File: src/rtl/exc_pkg.sv
package exc_pkg;

    // Cause flags, LSB first: notrans is cause_i[0]
    typedef struct packed {
        logic ext;
        logic brk;
        logic store;
        logic direct;
        logic unsup;
        logic prot;
        logic notrans;
    } exc_cause_t;

    localparam int unsigned CAUSE_W = $bits(exc_cause_t);

    localparam logic [31:0] FST_NOTRANS = 32'h4000_0000;
    localparam logic [31:0] FST_PROT    = 32'h0800_0000;
    localparam logic [31:0] FST_UNSUP   = 32'h8000_0000;
    localparam logic [31:0] FST_DIRECT  = 32'h0400_0000;
    localparam logic [31:0] FST_STORE   = 32'h0200_0000;
    localparam logic [31:0] FST_BRK     = 32'h0040_0000;
    localparam logic [31:0] FST_EXT     = 32'h0010_0000;
    localparam logic [31:0] FST_PRIMARY = FST_NOTRANS | FST_PROT | FST_UNSUP;

endpackage

File: src/rtl/exc_pick.sv
module exc_pick #(
    parameter int unsigned NSRC = 16,
    localparam int unsigned IW  = $clog2(NSRC)
) (
    input  logic [NSRC-1:0] pend_i,
    output logic            any_o,
    output logic [IW-1:0]   idx_o
);

    logic [NSRC:0]   seen;
    logic [NSRC-1:0] first;

    assign seen[0] = 1'b0;

    for (genvar g = 0; g < NSRC; g++) begin : g_chain
        assign first[g]  = pend_i[g] & ~seen[g];
        assign seen[g+1] = seen[g] | pend_i[g];
    end

    assign any_o = seen[NSRC];

    always_comb begin
        idx_o = '0;
        for (int i = 0; i < NSRC; i++) begin
            if (first[i]) begin
                idx_o = idx_o | IW'(i);
            end
        end
    end

endmodule

File: src/rtl/exc_fst_enc.sv
module exc_fst_enc
    import exc_pkg::*;
(
    input  exc_cause_t  cause_i,
    output logic [31:0] fst_o
);

    logic [31:0] primary;
    logic [31:0] extra;

    always_comb begin
        primary = '0;
        if (cause_i.notrans) begin
            primary = FST_NOTRANS;
        end else if (cause_i.prot) begin
            primary = FST_PROT;
        end else if (cause_i.unsup) begin
            primary = FST_UNSUP | (cause_i.direct ? FST_DIRECT : 32'h0);
        end
    end

    always_comb begin
        extra = '0;
        if (cause_i.store) extra = extra | FST_STORE;
        if (cause_i.brk)   extra = extra | FST_BRK;
        if (cause_i.ext)   extra = extra | FST_EXT;
    end

    assign fst_o = primary | extra;

endmodule

File: src/rtl/exc_ctx.sv
module exc_ctx #(
    parameter int unsigned XLEN       = 32,
    parameter int unsigned INSN_BYTES = 4,
    parameter int unsigned IR_BIT     = 5,
    parameter int unsigned DR_BIT     = 4,
    parameter int unsigned PR_BIT     = 14
) (
    input  logic [XLEN-1:0] pc_i,
    input  logic            save_cur_i,
    input  logic [XLEN-1:0] msr_i,
    output logic [XLEN-1:0] save_pc_o,
    output logic [XLEN-1:0] msr_o
);

    logic [XLEN-1:0] keep;

    for (genvar g = 0; g < XLEN; g++) begin : g_mask
        if (g == IR_BIT || g == DR_BIT || g == PR_BIT) begin : g_drop
            assign keep[g] = 1'b0;
        end else begin : g_pass
            assign keep[g] = 1'b1;
        end
    end

    assign save_pc_o = save_cur_i ? (pc_i - XLEN'(INSN_BYTES)) : pc_i;
    assign msr_o     = msr_i & keep;

endmodule

File: src/rtl/exc_entry.sv
module exc_entry
    import exc_pkg::*;
#(
    parameter int unsigned NSRC       = 16,
    parameter int unsigned XLEN       = 32,
    parameter int unsigned VEC_SHIFT  = 8,
    parameter int unsigned DFAULT_NUM = 3,
    parameter int unsigned INSN_BYTES = 4,
    parameter int unsigned IR_BIT     = 5,
    parameter int unsigned DR_BIT     = 4,
    parameter int unsigned PR_BIT     = 14,
    localparam int unsigned IW        = $clog2(NSRC)
) (
    input  logic                clk,
    input  logic                rst_n,
    input  logic [NSRC-1:0]     raise_i,
    input  logic                take_i,
    input  logic [CAUSE_W-1:0]  cause_i,
    input  logic [XLEN-1:0]     pc_i,
    input  logic                save_cur_i,
    input  logic [XLEN-1:0]     msr_i,
    output logic                ent_vld_o,
    output logic [IW-1:0]       ent_num_o,
    output logic [XLEN-1:0]     vec_o,
    output logic [XLEN-1:0]     save_pc_o,
    output logic [XLEN-1:0]     save_msr_o,
    output logic [XLEN-1:0]     msr_o,
    output logic                fst_we_o,
    output logic [31:0]         fst_o,
    output logic                flush_o
);

    typedef struct packed {
        logic [NSRC-1:0] pend;
        logic            vld;
        logic [IW-1:0]   num;
        logic [XLEN-1:0] vec;
        logic [XLEN-1:0] spc;
        logic [XLEN-1:0] smsr;
        logic [XLEN-1:0] nmsr;
        logic            fwe;
        logic [31:0]     fst;
        logic            flush;
    } state_t;

    state_t st_d, st_q;

    logic            pick_any;
    logic [IW-1:0]   pick_idx;
    logic [31:0]     fst_enc;
    logic [XLEN-1:0] ctx_pc;
    logic [XLEN-1:0] ctx_msr;
    logic [NSRC-1:0] clr_d;

    exc_pick #(.NSRC(NSRC)) u_pick (
        .pend_i (st_q.pend),
        .any_o  (pick_any),
        .idx_o  (pick_idx)
    );

    exc_fst_enc u_fst (
        .cause_i (exc_cause_t'(cause_i)),
        .fst_o   (fst_enc)
    );

    exc_ctx #(
        .XLEN       (XLEN),
        .INSN_BYTES (INSN_BYTES),
        .IR_BIT     (IR_BIT),
        .DR_BIT     (DR_BIT),
        .PR_BIT     (PR_BIT)
    ) u_ctx (
        .pc_i       (pc_i),
        .save_cur_i (save_cur_i),
        .msr_i      (msr_i),
        .save_pc_o  (ctx_pc),
        .msr_o      (ctx_msr)
    );

    always_comb begin
        st_d       = st_q;
        st_d.vld   = 1'b0;
        st_d.fwe   = 1'b0;
        st_d.flush = 1'b0;
        clr_d      = '0;
        if (take_i && pick_any) begin
            st_d.vld     = 1'b1;
            st_d.flush   = 1'b1;
            st_d.num     = pick_idx;
            st_d.vec     = XLEN'(pick_idx) << VEC_SHIFT;
            st_d.spc     = ctx_pc;
            st_d.smsr    = msr_i;
            st_d.nmsr    = ctx_msr;
            clr_d[pick_idx] = 1'b1;
            if (pick_idx == IW'(DFAULT_NUM)) begin
                st_d.fwe = 1'b1;
                st_d.fst = fst_enc;
            end
        end
        st_d.pend = (st_q.pend & ~clr_d) | raise_i;
    end

    always_ff @(posedge clk or negedge rst_n) begin
        if (!rst_n) begin
            st_q <= '0;
        end else begin
            st_q <= st_d;
        end
    end

    assign ent_vld_o  = st_q.vld;
    assign ent_num_o  = st_q.num;
    assign vec_o      = st_q.vec;
    assign save_pc_o  = st_q.spc;
    assign save_msr_o = st_q.smsr;
    assign msr_o      = st_q.nmsr;
    assign fst_we_o   = st_q.fwe;
    assign fst_o      = st_q.fst;
    assign flush_o    = st_q.flush;

endmodule

File: config.mk
export PLATFORM = sky130hd
export DESIGN_NAME = exc_entry
export DESIGN_NICKNAME = d
export VERILOG_FILES = /design/src/rtl/exc_pkg.sv /design/src/rtl/exc_pick.sv /design/src/rtl/exc_fst_enc.sv /design/src/rtl/exc_ctx.sv /design/src/rtl/exc_entry.sv
export SDC_FILE = /design/constraint.sdc
export NUM_CORES = 1
export LEC_CHECK = 0
export ABC_AREA = 0
export BUFFER_PORTS_ARGS = -buffer_cell sky130_fd_sc_hd__buf_2
export CAP_MARGIN = 20
export CELL_PAD_IN_SITES_DETAIL_PLACEMENT = 1
export CELL_PAD_IN_SITES_GLOBAL_PLACEMENT = 1
export CORE_MARGIN = 3
export CORE_UTILIZATION = 37
export CTS_CLUSTER_DIAMETER = 120
export DETAILED_ROUTE_END_ITERATION = 6
export HOLD_SLACK_MARGIN = 0.12
export PLACE_DENSITY_LB_ADDON = 0.1
export SYNTH_ARGS = -nofsm -noshare
export SYNTH_HDL_FRONTEND = slang
export SYNTH_SLANG_ARGS = --single-unit
File: constraint.sdc
create_clock -name clk -period 4.5 [get_ports clk]
set_clock_uncertainty 0.2 [all_clocks]
set_input_delay 0.45 -clock clk [delete_from_list [all_inputs] [get_ports clk]]
set_output_delay 0.45 -clock clk [all_outputs]
set_load 0.01 [all_outputs]
# ---- Word level (Yosys, flattened, before mapping)
# Index checks and enable logic that the tools add are counted.
dict set report op_classes {
  n_addsub 1
  order_cmp 2
  eq_ne 1
  muxes 28
  n_bitwise 49
  n_reduce_logical 3
}
# operator n
set ops {}
lappend ops {{$mux 167} 1}
lappend ops {{$mux 32} 4}
lappend ops {{$mux 33} 1}
lappend ops {{$mux 4} 8}
lappend ops {{$or 32x26->32} 1}
lappend ops {{$sub 32x3->32 const B} 1}
lappend ops {{$mux 27} 1}
lappend ops {{$mux 26} 1}
lappend ops {{$mux 23} 1}
lappend ops {{$mux 21} 1}
lappend ops {{$and 16x16->16} 1}
lappend ops {{$mux 16} 1}
lappend ops {{$not 16->16} 1}
lappend ops {{$or 16x16->16} 1}
lappend ops {{$and 1x1->1} 15}
lappend ops {{$not 1->1} 15}
lappend ops {{$or 1x1->1} 15}
lappend ops {{$mux 3} 4}
lappend ops {{$lt 4x5->1 const B} 1}
lappend ops {{$demux 1 s4} 1}
lappend ops {{$eq 4x2->1 const B} 1}
lappend ops {{$ge 4x1->1 const B} 1}
lappend ops {{$mux 2} 2}
lappend ops {{$logic_and 1x1->1} 2}
lappend ops {{other kinds (2)} 3}
dict set report word_totals {
  ff_bits 148
  in_bits 91
  output_inout_bits 167
  wordCells 93
}

# ---- Longest topological paths before layout
dict set report logic_depth {
  depth_word 25
  ltp_mapped 8
  ltp_nobuf 7
}

# ---- By module
# A second synthesis with hierarchy kept.
dict set report unflattened {
  cells_unflattened 692
  area_unflattened_um2 8184.1
}
# mod n_inst cells_per_inst area_each_um2 seq_area_each_um2
set modules_own_cells {}
lappend modules_own_cells {exc_entry 1 508 6849.1 3753.6}
lappend modules_own_cells {exc_ctx 1 118 860.8 0.0}
lappend modules_own_cells {exc_fst_enc 1 33 250.2 0.0}
lappend modules_own_cells {exc_pick 1 33 224.0 0.0}

# ---- Worst setup path after synthesis
# Ideal clock, no wire load.
dict set report synth_path {
  path_type {input-to-reg}
  startpoint {input pc_i[20]}
  endpoint {register st_q, in the netlist save_pc_o[31]}
  setup_ns 0.069
  t_arrival_ns 2.291
  required_ns 4.231
  path_slack_ns 1.940
  stages 5
  path_buffers 0
  cell_sequence {or4_4 or4_4 or2_4 or4_1 nand3_1}
}
dict set report synth_between {
  elab_chain_len 2
}
# element line
set synth_lines {}
lappend synth_lines {{start: declaration} exc_entry.sv:19} ;# input logic [XLEN-1:0] pc_i,
lappend synth_lines {{$sub 32x3->32} exc_ctx.sv:25} ;# assign save_pc_o = save_cur_i ? (pc_i - XLEN'(INSN_BYTES)) : pc_i;
lappend synth_lines {{$mux 32} exc_ctx.sv:25}
lappend synth_lines {{end signal: assignment} exc_entry.sv:107} ;# st_q <= st_d;
lappend synth_lines {{end: declaration} exc_entry.sv:46} ;# state_t st_d, st_q;
# Every way passes these cells.
# A chain may end at the register's enable or synchronous reset.

# ---- Final worst setup path
dict set report layout_path {
  startpoint {register st_q[167] (netlist bit)}
  endpoint {register st_q, in the netlist save_pc_o[30]}
}
dict set report layout_between {
  elab_chain_len 16
}
# element line
set layout_lines {}
lappend layout_lines {{$or 1x1->1 (15 in a row)} exc_pick.sv:17} ;# assign seen[g+1] = seen[g] | pend_i[g];
lappend layout_lines {{$logic_and 1x1->1} exc_entry.sv:86} ;# if (take_i && pick_any) begin
# Every way passes these cells.

==> flow_summary_export.csv <==
group,metric,value,unit
routing,viasPerCell,4.61,
routing,drc_errors,0,
pwr,power.switching,610,uW
cells_and_area,stdcell_count,945,
cells_and_area,finalNetCount,848,
sta,setup_viol,0,
yosys,netlist_top_cells_area,"dfrtp_1, buf_4, nand2_1",
worst_setup_path,critPathRequiredTime,4.53,ns
routing,post_drt_wl_per_cell,15.4,um
yosys,avgSynthCellArea,8.85,um^2
grt,grt_max_degree,67,
sta,rsz0062_at_grt,"false",
floorplan,die_y,129,um
worst_setup_path,start_kind,"flop",
clock_network,h-tree-depth,3,
sta,worst_slew_pin_slew,0.799,ns
yosys,synthArstFlopShare,100,%
worst_setup_path,critical_path.cell_chain,"nor4_2 > nand4_1 > nand2_2 > buf_4 > nor4_1 > a211o_1",
placed_design,numPortBuffers,201,
placed_design,place.gp.congestion,0.841,
pwr,intPower,1520,uW
cells_and_area,area_delta_synth_final,14.9,%
floorplan,ioPinCount,258,
worst_setup_path,slowest_stage,"buf_4",
grt,grt_pass1_vias,4422,
yosys,synth_top_area_share,41.7,%
yosys,seq_area_frac_synth,41.7,%
clock_network,clk_root_buffer_cell,"clkbuf_16",
routing,dr.first_iter.drc_count,157,
floorplan,fp.dieW,129,um
yosys,synth_ff_type,"dfrtp_1",
flow_run,drv_cap,0,
floorplan,dieArea,0.0166,mm^2
sta,maxSlewViolCount,0,
status,status,"finished clean",
yosys,yosysWarnings,0,
clock_network,cts_buffers,9,
worst_setup_path,critical-path-max-stage-delay,0.62,ns
sta,tns,0,ns
yosys,ys_ff_latch,93,
routing,wl,14.5,mm
clock_network,cts.path.max_buffers,2,
sta,hold_viol,0,
routing,route.antenna.remaining_nets,0,
pwr,p_comb_share,18.6,%
cells_and_area,regArea,0.00233,mm^2
pwr,sw_frac_of_total,28.6,%
sta,period_share,62.3,%
pwr,max-vdd-ir-drop,157,uV
grt,antenna_found_initial,0,
sta,slew_headroom,46.0,%
pwr,clockPowerShare,36.6,%
cells_and_area,num-fill-cells,1752,
placed_design,dpl.cell_count,890,
pwr,seqPwrFrac,44.8,%
min_path,hp-class,"in -> reg",
floorplan,core_area,0.0146,mm^2
yosys,synth_cell_types,54,
yosys,syn_area,0.00558,mm^2
sta,fmax,357,MHz
cells_and_area,antenna_cells,0,
routing,num_vias,4360,
worst_setup_path,worstPathArrival,2.83,ns
cells_and_area,multi_input_area,0.00207,mm^2
yosys,synth_edf_count,0,
clock_network,clk_pin_slew_worst_paths,0.07,ns
sta,fin_crit,2.80,ns
clock_network,cts_sinks,93,
grt,grt_util_all_layers,17.2,%
floorplan,fp-row-count,44,
pwr,leakage,0.00322,uW
routing,dr.pass1.iters,4,
clock_network,tritoncts,"built",
clock_network,clock_latency,0.34,ns
floorplan,start_util,38.1,%
pwr,p_per_area,333,mW/mm^2
grt,grt_first_pass_wirelength,22.6,mm
worst_setup_path,path_max_fanout,66,
worst_setup_path,endpoint_kind,"flop",
cells_and_area,layout-drive-gt1-share,31.9,%
grt,grt_overflow,0,
yosys,synth_top_area_cell,"dfrtp_1",
clock_network,cts_setup_buffers,0,
yosys,synthCells,630,
placed_design,hpwlAfterDp,10.7,mm
worst_setup_path,criticalPathCategory,"reg -> reg",
## critical path, delay by kind of cell, from the launching register on
| family | cells | cell delay, ns |
|---|---|---|
| flops | 1 | 0.46 |
| simple gates | 4 | 1.15 |
| compound gates | 1 | 0.25 |
| buf+inv | 1 | 0.62 |
## synthesized netlist by cell type (4+ instances only)
| master | number |
|---|---|
| or3_1 | 5 |
| buf_4 | 165 |
| nor4_2 | 4 |
| o21ai_0 | 29 |
| a21oi_1 | 11 |
| inv_1 | 13 |
| mux2_2 | 8 |
| nand3_1 | 9 |
| nand2_1 | 135 |
| xnor2_1 | 7 |
| xor2_1 | 16 |
| a31oi_1 | 11 |
| clkbuf_1 | 16 |
| or4_1 | 5 |
| dfrtp_1 | 93 |
| nor3_1 | 7 |
| nand4b_1 | 5 |
| nor4_1 | 4 |
| nor2_1 | 41 |
## final timing paths
kind	start	end	slack, ns	cells after the start
min in group asynchronous	rst_n	save_msr_o[7]$_DFFE_PN0P_	0.55	2
min	msr_i[14]	save_msr_o[14]$_DFFE_PN0P_	0.13	3
min reg2reg	save_pc_o[21]$_DFFE_PN0P_	save_pc_o[21]$_DFFE_PN0P_	0.28	2
max in group asynchronous	rst_n	st_q[169]$_DFF_PN0_	2.60	3
max reg2reg	st_q[167]$_DFF_PN0_	save_pc_o[30]$_DFFE_PN0P_	1.70	6
max	st_q[167]$_DFF_PN0_	save_pc_o[30]$_DFFE_PN0P_	1.70	6
## logic make-up after synthesis
family	share of synthesized area, %
muxes	1.62
DFF	41.7
and+or+nand+nor	19.8
adders and majority gates	0.224
buffers and inverters	24.9
xor gates and xnor gates	3.61
AOI/OAI and AO/OA	8.10
other	0.0673
## flip-flops by register name, indices dropped and copies added, names as in the netlist
| name | count |
|---|---|
| save_msr_o | 32 |
| save_pc_o | 32 |
| st_q | 16 |
| fst_o | 7 |
| vec_o | 4 |
| flush_o | 1 |
| fst_we_o | 1 |
## cell type report
class                   count  area share (%)
clock buffers              11            3.79
clock inverters             5           0.918
repair buffers            244            22.3
inverters                  13           0.762
well taps                 184            3.59
multi-input cells         395            32.3
flip-flops and latches     93            36.3
## metal layers
metal	track usage, %	share of wire (%)
met2	29.5	48
met4	6.49	2.0
met5	0	0
met1	21.9	44
met3	2.66	6.4
## layout by cell type, fill, tap and decap left out, types with 7 or more instances in the layout
cell type and instances:
clkbuf_16 9, xor2_1 16, buf_2 200, conb_1 56
mux2_2 8, xnor2_1 7, nand3_1 9, nand2_1 134
a21oi_1 11, o21ai_0 29, inv_1 13, nor3_1 7
a31oi_1 11, dfrtp_1 93, nor2_1 41, dlygate4sd3_1 39
## power by group through the flow
stage | clock [uW] | sequential, uW | combinational (uW)
CTS | 809 | 956 | 402
global route | 850 | 965 | 441
global placement | 0 | 967 | 370
floorplan | 0 | 958 | 348
finish | 779 | 955 | 397
detailed placement | 0 | 972 | 375
## stage by stage
stage / setup slack (ns) / util [%] / hold slack (ns) / instance area [um^2] / total power [uW]
floorplan: 1.94 / - / -0.0456 / 5780 / 1310
global placement: 1.71 / 39.0 / 0.255 / 5720 / 1340
detailed placement: 1.67 / 39.0 / 0.267 / 5720 / 1350
CTS: 1.65 / 43.7 / 0.121 / 6400 / 2170
global route: 1.48 / 43.8 / 0.126 / 6410 / 2260
finish: 1.70 / 43.8 / 0.127 / 6410 / 2130
## repair_timing
item	CTS	global route
resized for setup	0	0
hold buffers	38	1
setup endpoints to repair	0	0
hold endpoints to repair	98	1
(Power assumes the default switching activity.)
